--- src/rtl/stx_pkg.sv ---
package stx_pkg;
  typedef enum logic [2:0] {
    ST_IDLE,
    ST_START,
    ST_DATA,
    ST_EXTRA,
    ST_STOP,
    ST_LAST
  } tx_state_e;
endpackage

--- src/rtl/stx_holding.sv ---
module stx_holding #(
  parameter int DATA_W = 8
) (
  input  logic              clk,
  input  logic              rst,
  input  logic              wr_i,
  input  logic [DATA_W-1:0] wr_data_i,
  input  logic              load_i,
  output logic [DATA_W-1:0] hold_o,
  output logic              empty_o
);
  logic [DATA_W-1:0] hold_q;
  logic              empty_q;

  always_ff @(posedge clk) begin
    if (rst) begin
      hold_q  <= '0;
      empty_q <= 1'b1;
    end else if (wr_i) begin
      hold_q  <= wr_data_i;
      empty_q <= 1'b0;
    end else if (load_i) begin
      empty_q <= 1'b1;
    end
  end

  assign hold_o  = hold_q;
  assign empty_o = empty_q;

  a_r2_write_clears: assert property (@(posedge clk) disable iff (rst)
    wr_i |=> !empty_q);
  a_r2_load_sets: assert property (@(posedge clk) disable iff (rst)
    (load_i && !wr_i) |=> empty_q);
endmodule

--- src/rtl/stx_phase.sv ---
module stx_phase #(
  parameter int PHASES = 16
) (
  input  logic clk,
  input  logic rst,
  input  logic tick_i,
  input  logic run_i,
  input  logic preset_i,
  input  logic sync_i,
  output logic step_o,
  output logic half_o
);
  localparam int PH_W = $clog2(PHASES);
  localparam logic [PH_W-1:0] PH_TOP  = PH_W'(PHASES - 1);
  localparam logic [PH_W-1:0] PH_HALF = PH_W'(PHASES / 2);
  localparam logic [PH_W-1:0] PH_ONE  = PH_W'(1);

  logic [PH_W-1:0] phase_q;
  logic [PH_W-1:0] phase_nxt;
  logic            adv;

  always_comb begin
    if (sync_i) phase_nxt = (phase_q == '0) ? PH_ONE : '0;
    else        phase_nxt = phase_q + PH_ONE;
  end

  assign adv    = tick_i & run_i;
  assign step_o = adv & (phase_nxt == '0);
  assign half_o = adv & (phase_nxt == (sync_i ? PH_ONE : PH_HALF));

  always_ff @(posedge clk) begin
    if (rst || preset_i) phase_q <= PH_TOP;
    else if (adv)        phase_q <= phase_nxt;
  end

  a_r3_idle_no_step: assert property (@(posedge clk) disable iff (rst)
    !run_i |-> !step_o && !half_o);
endmodule

--- src/rtl/stx_frame.sv ---
module stx_frame
  import stx_pkg::*;
#(
  parameter int DATA_W = 8
) (
  input  logic              clk,
  input  logic              rst,
  input  logic              step_i,
  input  logic              enable_i,
  input  logic              empty_i,
  input  logic [DATA_W-1:0] hold_i,
  input  logic              sync_i,
  input  logic              seven_i,
  input  logic              par_en_i,
  input  logic              par_odd_i,
  input  logic              mp_en_i,
  input  logic              mp_bit_i,
  input  logic              two_stop_i,
  input  logic              tend_ie_i,
  output logic              load_o,
  output logic              start_o,
  output logic              busy_o,
  output logic              fin_o,
  output logic              txd_o,
  output logic              tend_o,
  output logic              irq_o
);
  localparam int CNT_W = $clog2(DATA_W + 1);
  localparam logic [CNT_W-1:0] CNT_ONE = CNT_W'(1);

  tx_state_e         state_q;
  logic [DATA_W-1:0] shift_q;
  logic [CNT_W-1:0]  cnt_q;
  logic              par_q;
  logic              extra_stop_q;
  logic              txd_q;
  logic              tend_q;
  logic              irq_q;

  logic              can_load;
  logic              idle_start;
  logic              frame_end;
  logic              chain;
  logic [DATA_W-1:0] mask;
  logic [CNT_W-1:0]  nbits;

  assign can_load   = enable_i & ~empty_i;
  assign idle_start = (state_q == ST_IDLE) & can_load;
  assign frame_end  = step_i & (sync_i ? (state_q == ST_DATA && cnt_q == CNT_ONE)
                                       : (state_q == ST_STOP && !extra_stop_q));
  assign chain      = frame_end & can_load;
  assign load_o     = idle_start | chain;
  assign start_o    = idle_start;
  assign busy_o     = (state_q != ST_IDLE);
  assign fin_o      = step_i & (state_q == ST_LAST);
  assign mask       = {~(seven_i & ~sync_i), {(DATA_W-1){1'b1}}};
  assign nbits      = (seven_i && !sync_i) ? CNT_W'(DATA_W - 1) : CNT_W'(DATA_W);

  always_ff @(posedge clk) begin
    if (rst) begin
      state_q      <= ST_IDLE;
      shift_q      <= '0;
      cnt_q        <= '0;
      par_q        <= 1'b0;
      extra_stop_q <= 1'b0;
      txd_q        <= 1'b1;
      tend_q       <= 1'b1;
      irq_q        <= 1'b0;
    end else begin
      irq_q <= 1'b0;
      if (idle_start) begin
        state_q <= sync_i ? ST_DATA : ST_START;
      end else if (step_i) begin
        case (state_q)
          ST_START: begin
            txd_q   <= 1'b0;
            state_q <= ST_DATA;
          end
          ST_DATA: begin
            txd_q   <= shift_q[0];
            shift_q <= shift_q >> 1;
            cnt_q   <= cnt_q - CNT_ONE;
            if (cnt_q == CNT_ONE) begin
              extra_stop_q <= two_stop_i;
              if (sync_i)                  state_q <= chain ? ST_DATA : ST_LAST;
              else if (par_en_i || mp_en_i) state_q <= ST_EXTRA;
              else                         state_q <= ST_STOP;
            end
          end
          ST_EXTRA: begin
            txd_q        <= mp_en_i ? mp_bit_i : par_q;
            extra_stop_q <= two_stop_i;
            state_q      <= ST_STOP;
          end
          ST_STOP: begin
            txd_q <= 1'b1;
            if (extra_stop_q) extra_stop_q <= 1'b0;
            else              state_q <= chain ? ST_START : ST_LAST;
          end
          ST_LAST: begin
            txd_q   <= 1'b1;
            tend_q  <= 1'b1;
            irq_q   <= tend_ie_i;
            state_q <= ST_IDLE;
          end
          default: state_q <= ST_IDLE;
        endcase
      end
      if (load_o) begin
        shift_q <= hold_i;
        cnt_q   <= nbits;
        par_q   <= (^(hold_i & mask)) ^ par_odd_i;
        tend_q  <= 1'b0;
      end
    end
  end

  assign txd_o  = txd_q;
  assign tend_o = tend_q;
  assign irq_o  = irq_q;

  a_r3_txd_moves_on_step: assert property (@(posedge clk) disable iff (rst)
    !step_i |=> $stable(txd_q));
  a_r7_last_line_high: assert property (@(posedge clk) disable iff (rst)
    (state_q == ST_LAST && !sync_i) |-> txd_q);
  a_r9_irq_with_tend: assert property (@(posedge clk) disable iff (rst)
    irq_q |-> tend_q);
endmodule

--- src/rtl/serial_tx_engine.sv ---
module serial_tx_engine #(
  parameter int DATA_W = 8,
  parameter int PHASES = 16
) (
  input  logic              clk,
  input  logic              rst,
  input  logic              tick_i,
  input  logic              tx_en_i,
  input  logic              sync_mode_i,
  input  logic              seven_bit_i,
  input  logic              parity_en_i,
  input  logic              parity_odd_i,
  input  logic              mp_en_i,
  input  logic              mp_bit_i,
  input  logic              two_stop_i,
  input  logic              clk_out_en_i,
  input  logic              tend_ie_i,
  input  logic              wr_i,
  input  logic [DATA_W-1:0] wr_data_i,
  output logic              txd_o,
  output logic              sclk_o,
  output logic              empty_o,
  output logic              tend_o,
  output logic              tend_irq_o
);
  logic [DATA_W-1:0] hold;
  logic              empty;
  logic              load;
  logic              start;
  logic              busy;
  logic              fin;
  logic              step;
  logic              half;
  logic              sclk_q;

  stx_holding #(.DATA_W(DATA_W)) u_hold (
    .clk(clk), .rst(rst), .wr_i(wr_i), .wr_data_i(wr_data_i),
    .load_i(load), .hold_o(hold), .empty_o(empty)
  );

  stx_phase #(.PHASES(PHASES)) u_phase (
    .clk(clk), .rst(rst), .tick_i(tick_i), .run_i(busy), .preset_i(start),
    .sync_i(sync_mode_i), .step_o(step), .half_o(half)
  );

  stx_frame #(.DATA_W(DATA_W)) u_frame (
    .clk(clk), .rst(rst), .step_i(step), .enable_i(tx_en_i), .empty_i(empty),
    .hold_i(hold), .sync_i(sync_mode_i), .seven_i(seven_bit_i),
    .par_en_i(parity_en_i), .par_odd_i(parity_odd_i), .mp_en_i(mp_en_i),
    .mp_bit_i(mp_bit_i), .two_stop_i(two_stop_i), .tend_ie_i(tend_ie_i),
    .load_o(load), .start_o(start), .busy_o(busy), .fin_o(fin),
    .txd_o(txd_o), .tend_o(tend_o), .irq_o(tend_irq_o)
  );

  always_ff @(posedge clk) begin
    if (rst)                          sclk_q <= 1'b1;
    else if (!clk_out_en_i || !busy)  sclk_q <= 1'b1;
    else if (fin)                     sclk_q <= 1'b1;
    else if (step)                    sclk_q <= 1'b0;
    else if (half)                    sclk_q <= 1'b1;
  end

  assign sclk_o  = sclk_q;
  assign empty_o = empty;

  a_r10_idle_clock_high: assert property (@(posedge clk) disable iff (rst)
    !busy |-> sclk_o);
  a_r12_disabled_no_load: assert property (@(posedge clk) disable iff (rst)
    !tx_en_i |-> !load);
endmodule

--- config.mk ---
export PLATFORM = sky130hd
export DESIGN_NAME = serial_tx_engine
export DESIGN_NICKNAME = d
export VERILOG_FILES = /design/src/rtl/stx_pkg.sv /design/src/rtl/stx_holding.sv /design/src/rtl/stx_phase.sv /design/src/rtl/stx_frame.sv /design/src/rtl/serial_tx_engine.sv
export SDC_FILE = /design/constraint.sdc
export NUM_CORES = 1
export LEC_CHECK = 0
export CORE_MARGIN = 1.5
export CORE_UTILIZATION = 35
export DETAILED_ROUTE_END_ITERATION = 7
export DONT_BUFFER_PORTS = 1
export GPL_TIMING_DRIVEN = 0
export PLACE_DENSITY = 0.51
export SETUP_SLACK_MARGIN = 0.1
export SLEW_MARGIN = 40
export SYNTH_ARGS = -nofsm -noshare
export SYNTH_HDL_FRONTEND = slang
export SYNTH_HIERARCHICAL = 1
export SYNTH_SLANG_ARGS = --single-unit
--- constraint.sdc ---
create_clock -name clk -period 7.37 [get_ports clk]
set_clock_uncertainty 0.05 [all_clocks]
set_input_delay 0.3685 -clock clk [delete_from_list [all_inputs] [get_ports clk]]
set_output_delay 0.3685 -clock clk [all_outputs]
set_load 0.1 [all_outputs]
==> impl_metrics.ini <==
[outcome]
status = finished, final reports clean

[sta]
hold_ws_ns = 0.111
tightest_slew_ns = 0.652
fin_tns_setup_ns = 0
period_share = 0.397
period_needed_ns = 2.93
clock.fmax_mhz = 342
rsz0062_at_grt = false
setup_viol = 0
finalHoldViolations = 0
final_max_slew_viol_count = 0
layout_setup_ws_ns = 4.44
slew_headroom = 0.566

[drt]
viasPerCell = 5.27
first_pass_iters = 4
drtAntennaViolNets = 0
initialDrtViolationCount = 65
routedWlPerCell_um = 14.6
post-route-drc-count = 0
num_vias = 1569
drt_wl_total_um = 4350

[worst_setup_path]
crit_required_ns = 7.47
start_kind = register
cp_data_arrival_time_ns = 3.02
end_kind = register
path_max_fanout = 10
crit_type = register to register

[synth]
yosysTopAreaCell = dfxtp_1
synth.avg_cell_area_um2 = 9.10
synth_nets = 244
yosys_warnings = 6
ys_ff_latch = 34
syn_inst = 218
synth_cell_types = 51
synthArstFlopShare = 0
ys_seq_area_frac = 0.343
synth-main-ff-cell = dfxtp_1
synth_enable_flop_cells = 0
syn_area_um2 = 1980
ys_top_cells_by_area = dfxtp_1 34%, mux2i_1 9.1%, nor2_1 4.9%
synth_top_area_share = 0.343

[cts]
cts-root-buf = clkbuf_8
cts_sinks = 34
numCtsBuffers = 5
cts_hold_buf = 0
cts_setup_buffers = 0
tritoncts = yes
path_clk_slew_ns = 0.07
clock_latency_ns = 0.29
cts_max_level = 2
cts_resized = 0
cts_buffer_depth = 2

[global_routing]
grt_pass1_vias = 1511
grt_antenna_before_repair = 0
grt_first_pass_wirelength_um = 7480
grt_max_degree = 12
grt_overflow = 0
track_usage = 0.154

[die]
dieArea_um2 = 6130
chipHeight_um = 78.3
io_pins = 27
fp.dieW_um = 78.3
initial_core_util = 0.363
rows = 27
core_um2 = 5470

[pwr]
p_comb_frac = 0.125
p_clk_frac = 0.445
ir_worst_vdd_uv = 93.8
p_leak_nw = 0.858
power_density_nw_per_um2 = 217
power.switching_mw = 0.118
seq_power_share = 0.430
swShare = 0.244
p_total_mw = 0.483
internal-power_mw = 0.365

[final_layout]
num_antenna_cells = 0
fillCellCount = 548
areaGrowthSynthToFinish_pct = 12.0
fin_area_um2 = 2220
drive_above_1_share = 0.168
nNetsFinal = 251

[placement]
place_area_um2 = 2080
gp_congestion = 0.824
dp_slack_ns = 4.48
port-buffer-count = 0
dp.final_hpwl_um = 3250

[job]
maxCapViolations = 0

[hold_path]
min_path_type = input pin to register
==> stage by stage <==
step | instances | util
2_1_floorplan | 218 | -
3_3_place_gp | 290 | 0.379
3_5_place_dp | 290 | 0.380
4_1_cts | 298 | 0.406
5_1_grt | 298 | 0.406
6_report | 298 | 0.406
==> final timing paths <==
check                          start  cells past startpoint  slack [ns]                 end
hold / removal          clk_out_en_i                      1        0.11              sclk_o
setup / recovery  u_frame/state_q[2]                     11        4.44  u_frame/shift_q[5]
setup reg to reg  u_frame/state_q[2]                     11        4.44  u_frame/shift_q[5]
hold reg to reg        u_frame/par_q                      2        0.44       u_frame/par_q
==> worst max-delay path: stages, from the launching register on <==
cell,delay [ns]
dfxtp_1,0.33
buf_2,0.20
nor3_1,0.10
inv_1,0.13
nand2_1,0.20
nor4_2,0.35
clkbuf_1,0.36
inv_1,0.18
nor3_2,0.29
buf_4,0.26
mux2i_1,0.23
a211oi_2,0.09
==> layout make-up <==
cell class              count  area, µm²  area share
plain buffers              14       97.6      0.0439
clock buffers               6       82.6      0.0371
clock inverters             2       60.1      0.0270
inverters                  11       41.3      0.0186
multi-input cells         159       1160       0.524
flip-flops and latches     34        687       0.309
well taps                  72       90.1      0.0405
==> registers in the layout, indices dropped and copies added, names as in the netlist <==
name,flops
u_frame/state_q,3
u_frame/shift_q,8
u_frame/tend_o,1
u_frame/irq_o,1
u_frame/cnt_q,4
u_hold/hold_o,8
u_frame/par_q,1
u_phase/phase_q,4
u_frame/txd_o,1
sclk_o,1
u_frame/extra_stop_q,1
u_hold/empty_o,1
==> layout by cell type (no fill, tap or decap), types with 5 or more instances in the layout <==
cell      instances
mux2i_1          18
clkbuf_1          5
dfxtp_2           5
a21oi_1           9
nand3_1           5
inv_1            11
a211oi_2          5
xnor2_1          10
nand2_1           9
clkbuf_8          6
dfxtp_1          29
o21ai_0           9
buf_6             5
nor2b_1           5
nor2_1           26
a211oi_1          5
==> per-layer routing <==
metal,track usage,share of wire,vias up
li1,-,-,791
met1,0.204,0.48,719
met2,0.233,0.45,50
met3,0.0430,0.065,9
met4,0.0679,0.014,0
met5,0,0,-
==> cells in the mapped netlist (5+ instances only) <==
| library cell | n |
|---|---|
| a21oi_1 | 9 |
| xnor2_1 | 10 |
| nand2_1 | 9 |
| mux2i_1 | 18 |
| inv_1 | 11 |
| buf_6 | 5 |
| o21ai_0 | 9 |
| dfxtp_1 | 34 |
| nor2b_1 | 5 |
| clkbuf_1 | 5 |
| a211oi_2 | 5 |
| nand3_1 | 5 |
| a211oi_1 | 5 |
| nor2_1 | 26 |
==> logic make-up (layout without fill, tap and decap cells) <==
group	count (synthesis)	count (layout)	synth area share
xor gates and xnor gates	12	12	0.0530
DFF	34	34	0.343
AOI/OAI and AO/OA	51	51	0.206
muxes	20	20	0.102
adders and majority gates	4	4	0.0252
and+or+nand+nor	72	72	0.200
buffers and inverters	25	33	0.0700
==> power groups by stage <==
stage	Sequential (mW)	Clock (mW)	Combinational (mW)
finish	0.208	0.215	0.0603
detailed placement	0.212	0	0.0603
global placement	0.212	0	0.0601
CTS	0.208	0.221	0.0606
floorplan	0.209	0	0.0510
global route	0.209	0.229	0.0676
(Power assumes the default switching activity.)
